**config.mk**
```make
export PLATFORM = sky130hd
export DESIGN_NAME = dual_clk_enable_gen
export DESIGN_NICKNAME = d
export VERILOG_FILES = /design/src/rtl/clkdiv_pkg.sv /design/src/rtl/clkdiv_cfg_regs.sv /design/src/rtl/clkdiv_counter.sv /design/src/rtl/clkdiv_gate.sv /design/src/rtl/dual_clk_enable_gen.sv
export SDC_FILE = /design/constraint.sdc
export NUM_CORES = 1
export LEC_CHECK = 0
export BUFFER_PORTS_ARGS = -buffer_cell sky130_fd_sc_hd__clkbuf_2
export CORE_ASPECT_RATIO = 0.7
export CORE_MARGIN = 3
export CORE_UTILIZATION = 35
export CTS_BUF_LIST = sky130_fd_sc_hd__clkbuf_4
export CTS_CLUSTER_DIAMETER = 120
export DETAILED_ROUTE_END_ITERATION = 8
export MAX_ROUTING_LAYER = met4
export PLACE_DENSITY = 0.61
export SLEW_MARGIN = 5
export SYNTH_ARGS = -nofsm -noshare
export SYNTH_HDL_FRONTEND = slang
export SYNTH_SLANG_ARGS = --single-unit
```
**constraint.sdc**
```tcl
create_clock -name clk -period 3.87 [get_ports clk]
set_clock_uncertainty 0.15 [all_clocks]
set_input_delay 0.387 -clock clk [delete_from_list [all_inputs] [get_ports clk]]
set_output_delay 0.387 -clock clk [all_outputs]
set_load 0.01 [all_outputs]
```
**src/rtl/clkdiv_pkg.sv**
```systemverilog
package clkdiv_pkg;
  localparam int CODE_W    = 3;
  localparam int SHIFT_MAX = 11;
  localparam int CNT_W     = SHIFT_MAX;

  typedef logic [CODE_W-1:0] div_code_t;
  typedef logic [CNT_W-1:0]  div_cnt_t;

  // power-of-two exponent selected by each divide code
  function automatic int unsigned code_shift(input div_code_t code);
    case (code)
      3'd0:    return 0;
      3'd1:    return 1;
      3'd2:    return 2;
      3'd3:    return 3;
      3'd4:    return 4;
      3'd5:    return 5;
      3'd6:    return 10;
      default: return 11;
    endcase
  endfunction

  // terminal count for a code: ratio minus one
  function automatic div_cnt_t code_last(input div_code_t code);
    div_cnt_t one;
    one = div_cnt_t'(1);
    return div_cnt_t'((one << code_shift(code)) - one);
  endfunction
endpackage

```
**src/rtl/clkdiv_cfg_regs.sv**
```systemverilog
module clkdiv_cfg_regs
  import clkdiv_pkg::*;
(
  input  logic      clk,
  input  logic      rst_n,
  input  logic      we,
  input  div_code_t div_in,
  input  logic      dbg_in,
  output div_code_t div_q,
  output logic      dbg_q
);
  always_ff @(posedge clk or negedge rst_n) begin
    if (!rst_n) begin
      div_q <= '0;
      dbg_q <= 1'b1;
    end else if (we) begin
      div_q <= div_in;
      dbg_q <= dbg_in;
    end
  end

  // the enable bit moves only on a write
  a_r7_dbg_hold: assert property (@(posedge clk) disable iff (!rst_n)
    !we |=> $stable(dbg_q));
  a_r3_div_load: assert property (@(posedge clk) disable iff (!rst_n)
    we |=> (div_q == $past(div_in)));
endmodule

```
**src/rtl/clkdiv_counter.sv**
```systemverilog
module clkdiv_counter
  import clkdiv_pkg::*;
(
  input  logic      clk,
  input  logic      rst_n,
  input  logic      restart,
  input  logic      hold,
  input  div_code_t div_q,
  output logic      tick
);
  div_cnt_t cnt_q;
  div_cnt_t last;

  assign last = code_last(div_q);
  assign tick = (cnt_q == last);

  always_ff @(posedge clk or negedge rst_n) begin
    if (!rst_n)                cnt_q <= '0;
    else if (restart || hold)  cnt_q <= '0;
    else if (tick)             cnt_q <= '0;
    else                       cnt_q <= cnt_q + div_cnt_t'(1);
  end

  // a write restarts the count
  a_r3_restart: assert property (@(posedge clk) disable iff (!rst_n)
    restart |=> (cnt_q == '0));
  // gating parks the counter at zero
  a_r8_hold_zero: assert property (@(posedge clk) disable iff (!rst_n)
    hold |=> (cnt_q == '0));
  // counter never passes the terminal count of a steady code
  a_r2_in_range: assert property (@(posedge clk) disable iff (!rst_n)
    $stable(div_q) |-> (cnt_q <= last));
endmodule

```
**src/rtl/clkdiv_gate.sv**
```systemverilog
module clkdiv_gate (
  input  logic clk,
  input  logic rst_n,
  input  logic tick,
  input  logic pwr_down,
  input  logic idle,
  output logic core_ce,
  output logic periph_ce
);
  assign core_ce   = tick & ~pwr_down & ~idle;
  assign periph_ce = ~pwr_down;

  // no core strobe while either low-power bit is up
  a_r4_core_gated: assert property (@(posedge clk) disable iff (!rst_n)
    (pwr_down || idle) |-> !core_ce);
  // wait mode leaves the peripheral strobe running
  a_r6_idle_periph: assert property (@(posedge clk) disable iff (!rst_n)
    (idle && !pwr_down) |-> periph_ce);
  // sleep stops the peripheral strobe
  a_r5_pd_periph: assert property (@(posedge clk) disable iff (!rst_n)
    pwr_down |-> !periph_ce);
endmodule

```
**src/rtl/dual_clk_enable_gen.sv**
```systemverilog
module dual_clk_enable_gen
  import clkdiv_pkg::*;
(
  input  logic       clk,
  input  logic       rst_n,
  input  logic       cfg_we,
  input  logic [2:0] cfg_div,
  input  logic       cfg_dbg,
  input  logic       pwr_down,
  input  logic       idle,
  output logic       core_ce,
  output logic       periph_ce,
  output logic       dbg_cmp_en
);
  div_code_t div_q;
  logic      tick;
  logic      gated;

  assign gated = pwr_down | idle;

  clkdiv_cfg_regs u_regs (
    .clk    (clk),
    .rst_n  (rst_n),
    .we     (cfg_we),
    .div_in (cfg_div),
    .dbg_in (cfg_dbg),
    .div_q  (div_q),
    .dbg_q  (dbg_cmp_en)
  );

  clkdiv_counter u_cnt (
    .clk     (clk),
    .rst_n   (rst_n),
    .restart (cfg_we),
    .hold    (gated),
    .div_q   (div_q),
    .tick    (tick)
  );

  clkdiv_gate u_gate (
    .clk       (clk),
    .rst_n     (rst_n),
    .tick      (tick),
    .pwr_down  (pwr_down),
    .idle      (idle),
    .core_ce   (core_ce),
    .periph_ce (periph_ce)
  );

  // divide-by-one default strobes every ungated cycle
  a_r1_first_cycle: assert property (@(posedge clk) disable iff (!rst_n)
    (div_q == '0 && !gated) |-> core_ce);
endmodule

```
After elaboration in Yosys (flattened, before gate mapping)

Index checks and enable logic that the tools add are counted.
Widths: inputs -> output; s select.

Output and inout port bits: 3
RAM bits: 0
Register bits: 15
Input port bits: 9
ROM bits: 0
Latch bits: 0
Memories kept: 0
Logic and storage cells: 23

Equality and inequality tests: 7
Reductions and logical operators: 2
Magnitude comparators: 0
Bitwise gates (word level): 5
Multiplexer cells: 3
Div/mod/pow operators: 0
Shifts and indexed selects: 1
Multipliers: 0
Add/sub/neg operators: 2

Operators with widths:

| kind                  | count |
|---|---|
| $pmux 4 s7            | 1 |
| $mux 11               | 2 |
| $add 11x1->11 const B | 1 |
| $eq 11x11->1          | 1 |
| $shl 1x4->11 const A  | 1 |
| $sub 11x1->11 const B | 1 |
| $eq 3x3->1 const B    | 3 |
| $eq 3x2->1 const B    | 2 |
| $eq 3x1->1 const B    | 1 |
| $logic_not 3->1       | 1 |
| $and 1x1->1           | 2 |
| $not 1->1             | 2 |
| $logic_or 1x1->1      | 1 |
| $or 1x1->1            | 1 |

Depth between registers and ports, before layout

Depth in word-level cells: 7
Gate-level depth with buffers: 6
Gate-level depth less buffers: 5

Cells and area by module

Synthesis repeated with hierarchy kept, for this count alone.

Cell total of the unflattened synthesis: 99
Area total of the unflattened synthesis: 978.4 um^2

Modules (own cells, without submodules):

| module              | cells an instance | times used | area an instance (um^2) |
|---|---|---|---|
| clkdiv_counter      | 88                | 1          | 809.5 |
| clkdiv_cfg_regs     | 8                 | 1          | 146.4 |
| clkdiv_gate         | 2                 | 1          | 16.3 |
| dual_clk_enable_gen | 1                 | 1          | 6.3 |

Worst setup path before layout

No wires, ideal clock.

Kind: register -> output
Start point: reg u_regs.div_q[2]
End point: out core_ce
Cell stages (with the launch flop): 7
Required time: 3.333 ns
Path buffers: 2
Data arrival time: 1.475 ns
Setup slack: 1.858 ns
Cell sequence: dfrtp_1 -> buf_6 -> a2111o_1 -> o21ai_0 -> o221a_2 -> buf_6 -> and4_1

Cells in the longest elaborated chain, start to end: 7
Elaborated cells on any way between the ends: 13
Those cells by class: 1 x add/sub; 7 x eq/ne; 1 x shift; 1 x mux; 2 x bitwise; 1 x reduce/logical

Ends and longest elaborated chain:

| element                            | RTL line                  | source |
|---|---|---|
| start, declared                    | clkdiv_cfg_regs.sv:9      | `output div_code_t div_q,` |
| start signal, assigned             | clkdiv_cfg_regs.sv:17     | `div_q <= div_in;` |
| $eq 3x3->1 (tied with other cells) | clkdiv_pkg.sv:11          | `case (code)` |
| $pmux 4 s7 *                       | clkdiv_pkg.sv:11          |  |
| $shl 1x4->11 *                     | clkdiv_pkg.sv:27          | `return div_cnt_t'((one << code_shift(code)) - one);` |
| $sub 11x1->11 *                    | clkdiv_pkg.sv:27          |  |
| $eq 11x11->1 *                     | clkdiv_counter.sv:15      | `assign tick = (cnt_q == last);` |
| $and 1x1->1 * (2 in a row)         | clkdiv_gate.sv:10         | `assign core_ce = tick & ~pwr_down & ~idle;` |
| end, declared                      | dual_clk_enable_gen.sv:11 | `output logic core_ce,` |

Every way passes the cells marked *; elsewhere a longest branch is shown, timed or not.

Final worst setup path

Ends and elaborated chain as after synthesis.

==> run metrics <==
Tot GR Track Use 15.4%; Tmin final 2.53 ns; largest family of logic cells by synthesized area compound AO/OA/AOI/OAI gates; WS Path Type reg2out; xor/xnor share of the synthesized area 4.71%; period utilization 65.3%; Synth area leader dfrtp_1; core area 2330 sq um; drt drc 0; PD cells 306 nW/um^2; first-pass GRT wire length 3720 microns; worst slew pin tran 0.785 ns; Area Growth Syn to Fin 11.2%; Antenna Nets Post-Route 0; layout cells sized above 1 21.4%; Finished Layout Cells 144; simple-gate share of the synthesized area 19.2%; port bufs 11; ys flop type dfrtp_1; launching element type of the critical path register; post-synthesis mux area share 2.42%; Worst Hold Depth 3; Worst setup EP type primary output; Placer Congestion 0.872; top post-synthesis cells by area dfrtp_1 (38%), a31oi_1 (5.4%), nand2_1 (5.2%); Crit path required time 3.33 ns; average vias per placed instance 5.72; pin count of the biggest net entering global routing 16; reg2reg setup slack 1.96 ns; worst-case reg-to-reg path depth 5; GRT Residual Overflow 0; syn_nets 111; top cell types by occurrence after synthesis dfrtp_1 (14), nand2_1 (13), o21ai_0 (9), a31oi_1 (8), nor3_1 (7); number of global-route vias before repair 768; RSZ-0062 raised after global routing no; RR Endpoint u_cnt.cnt_q[10]$_DFF_PN0_; via count 823; post-route setup TNS 0 ns; initial antenna violation count 0; Ant. Diodes 0; synth warn 0; CP arrival 1.99 ns; launch point of the worst path u_regs.div_q[2]$_DFFE_PN0P_; Post-Syn Area 930 sq um; routed len/inst 15.5 microns; clk_lat worst skew 0.28 ns; Post-Synthesis Cells 101; Iter 0 DRT Violations 62; die area 3320 sq um; Clock H-tree levels 1; synthesized-area fraction occupied by adder cells 1.35%; Leak 0.422 nW; HP Start cfg_div[2]; CTS tree yes; drt pass-1 iters 6; max_slew headroom 47.2%; Die Span Y 49.1 microns; Seq cells post-synth 15; asr flop ratio synth 100%; number of synthesized flops with an enable pin 0; post-synth top area share 37.7%; R2R Path Start u_cnt.cnt_q[0]$_DFF_PN0_; root buf cell clkbuf_4; Die X 67.6 microns; CTS Buf Count 3; Hold Vio Cnt, Final 0; HPWL Detailed 1640 microns; most common cell in the netlist dfrtp_1; f_max 395 MHz; WHS 0.151 ns; Endpoint, Worst Hold u_regs.div_q[2]$_DFFE_PN0P_; Core Rows 14; Layout Nets 123; Initial Util 39.9%; Design Power 317 uW; final setup violation count 0; CTS Buffer Depth 2; # Max-Cap Violations 0; type of the most critical hold path in2reg; Max IR drop VDD 0.165 mV; final core utilization 44.4%; post-synthesis sequential area ratio 40.5%; Netlist cell types 35; Slew Viols, Final 0; drt total wl 2240 microns; Clock Pin Slew Worst Setup and Hold Paths 0.09 ns; Ports 12; syn_area_per_cell 9.20 sq um; critical path peak fanout 10; dpl cells 139; compound-cell area share of the yosys netlist 25.2%; outcome completed; total clock sinks 15
## metrics by stage
step | cell area [sq um] | setup WS (ns)
6_report | 1030 | 1.34
3_5_place_dp | 993 | 1.69
5_1_grt | 1030 | 1.17
3_3_place_gp | 993 | 1.70
2_1_floorplan | 930 | 1.86
4_1_cts | 1030 | 1.35
## layout by cell type, fill, tap and decap left out, types with 2 or more instances in the layout
cell type / netlist / layout
dfrtp_1: 14 / 14
nor2_1: 3 / 3
nand3_1: 4 / 4
inv_1: 6 / 6
clkbuf_4: 0 / 4
o21ai_0: 9 / 9
nand2_1: 13 / 13
xnor2_1: 4 / 4
a31oi_1: 8 / 8
clkbuf_2: 0 / 11
mux2_2: 2 / 2
nor4_1: 2 / 2
o21a_1: 3 / 3
nor3_1: 7 / 7
## worst max-delay path by stage
| stage | to | slack, ns | depth (start not counted) |
|---|---|---|---|
| after floorplan | core_ce | 1.86 | 6 |
| after global placement | core_ce | 1.70 | 6 |
| after detailed placement | core_ce | 1.69 | 4 |
| after CTS | core_ce | 1.35 | 5 |
| after global routing | core_ce | 1.17 | 5 |
| final | core_ce | 1.34 | 5 |
## sequential cells by signal (all words and copies together) (netlist names)
signal,flops
u_cnt.cnt_q,11
u_regs.div_q,3
u_regs.dbg_q,1
## repair_timing
item / in CTS / in global routing
hold buffers: 1 / 0
setup buffers: 0 / 0
hold endpoints to repair: 14 / 0
resized for setup: 0 / 0
## layer usage
metal  track usage (%)  wire length, microns  up-vias
met4              3.03                    20        0
met5                 -                     0        -
met1              23.0                  1200      404
met3              4.84                    97        4
met2              20.0                   923       16
li1                  -                     -      399
## cell type report
| cell class | count | area, sq um |
|---|---|---|
| clock buffers | 4 | 30.0 |
| fillers | 225 | 1300 |
| inverters | 6 | 22.5 |
| multi-input cells | 74 | 492 |
| flip-flops and latches | 15 | 377 |
| well taps | 32 | 40.0 |
| repair buffers | 13 | 72.6 |
## logic make-up after synthesis
group	Yosys count
fa+ha+maj	1
compound gates	30
xor+xnor	5
buf+inv	12
mux	2
simple gates	36
flops	15
## where the power goes
part           switching [mW]  total (mW)  internal (mW)  leakage [nW]
sequential            0.00793       0.170          0.162         0.200
clock                  0.0494      0.0964         0.0470        0.0184
combinational          0.0294      0.0503         0.0209         0.204
## worst max-delay path, stage by stage, from the launching register on
cell	delay (ns)
dfrtp_1	0.48
nand2b_1	0.20
a221oi_1	0.31
o221a_2	0.39
and4_1	0.21
clkbuf_2	0.13
Note: power is estimated with default switching activity, not from simulation.
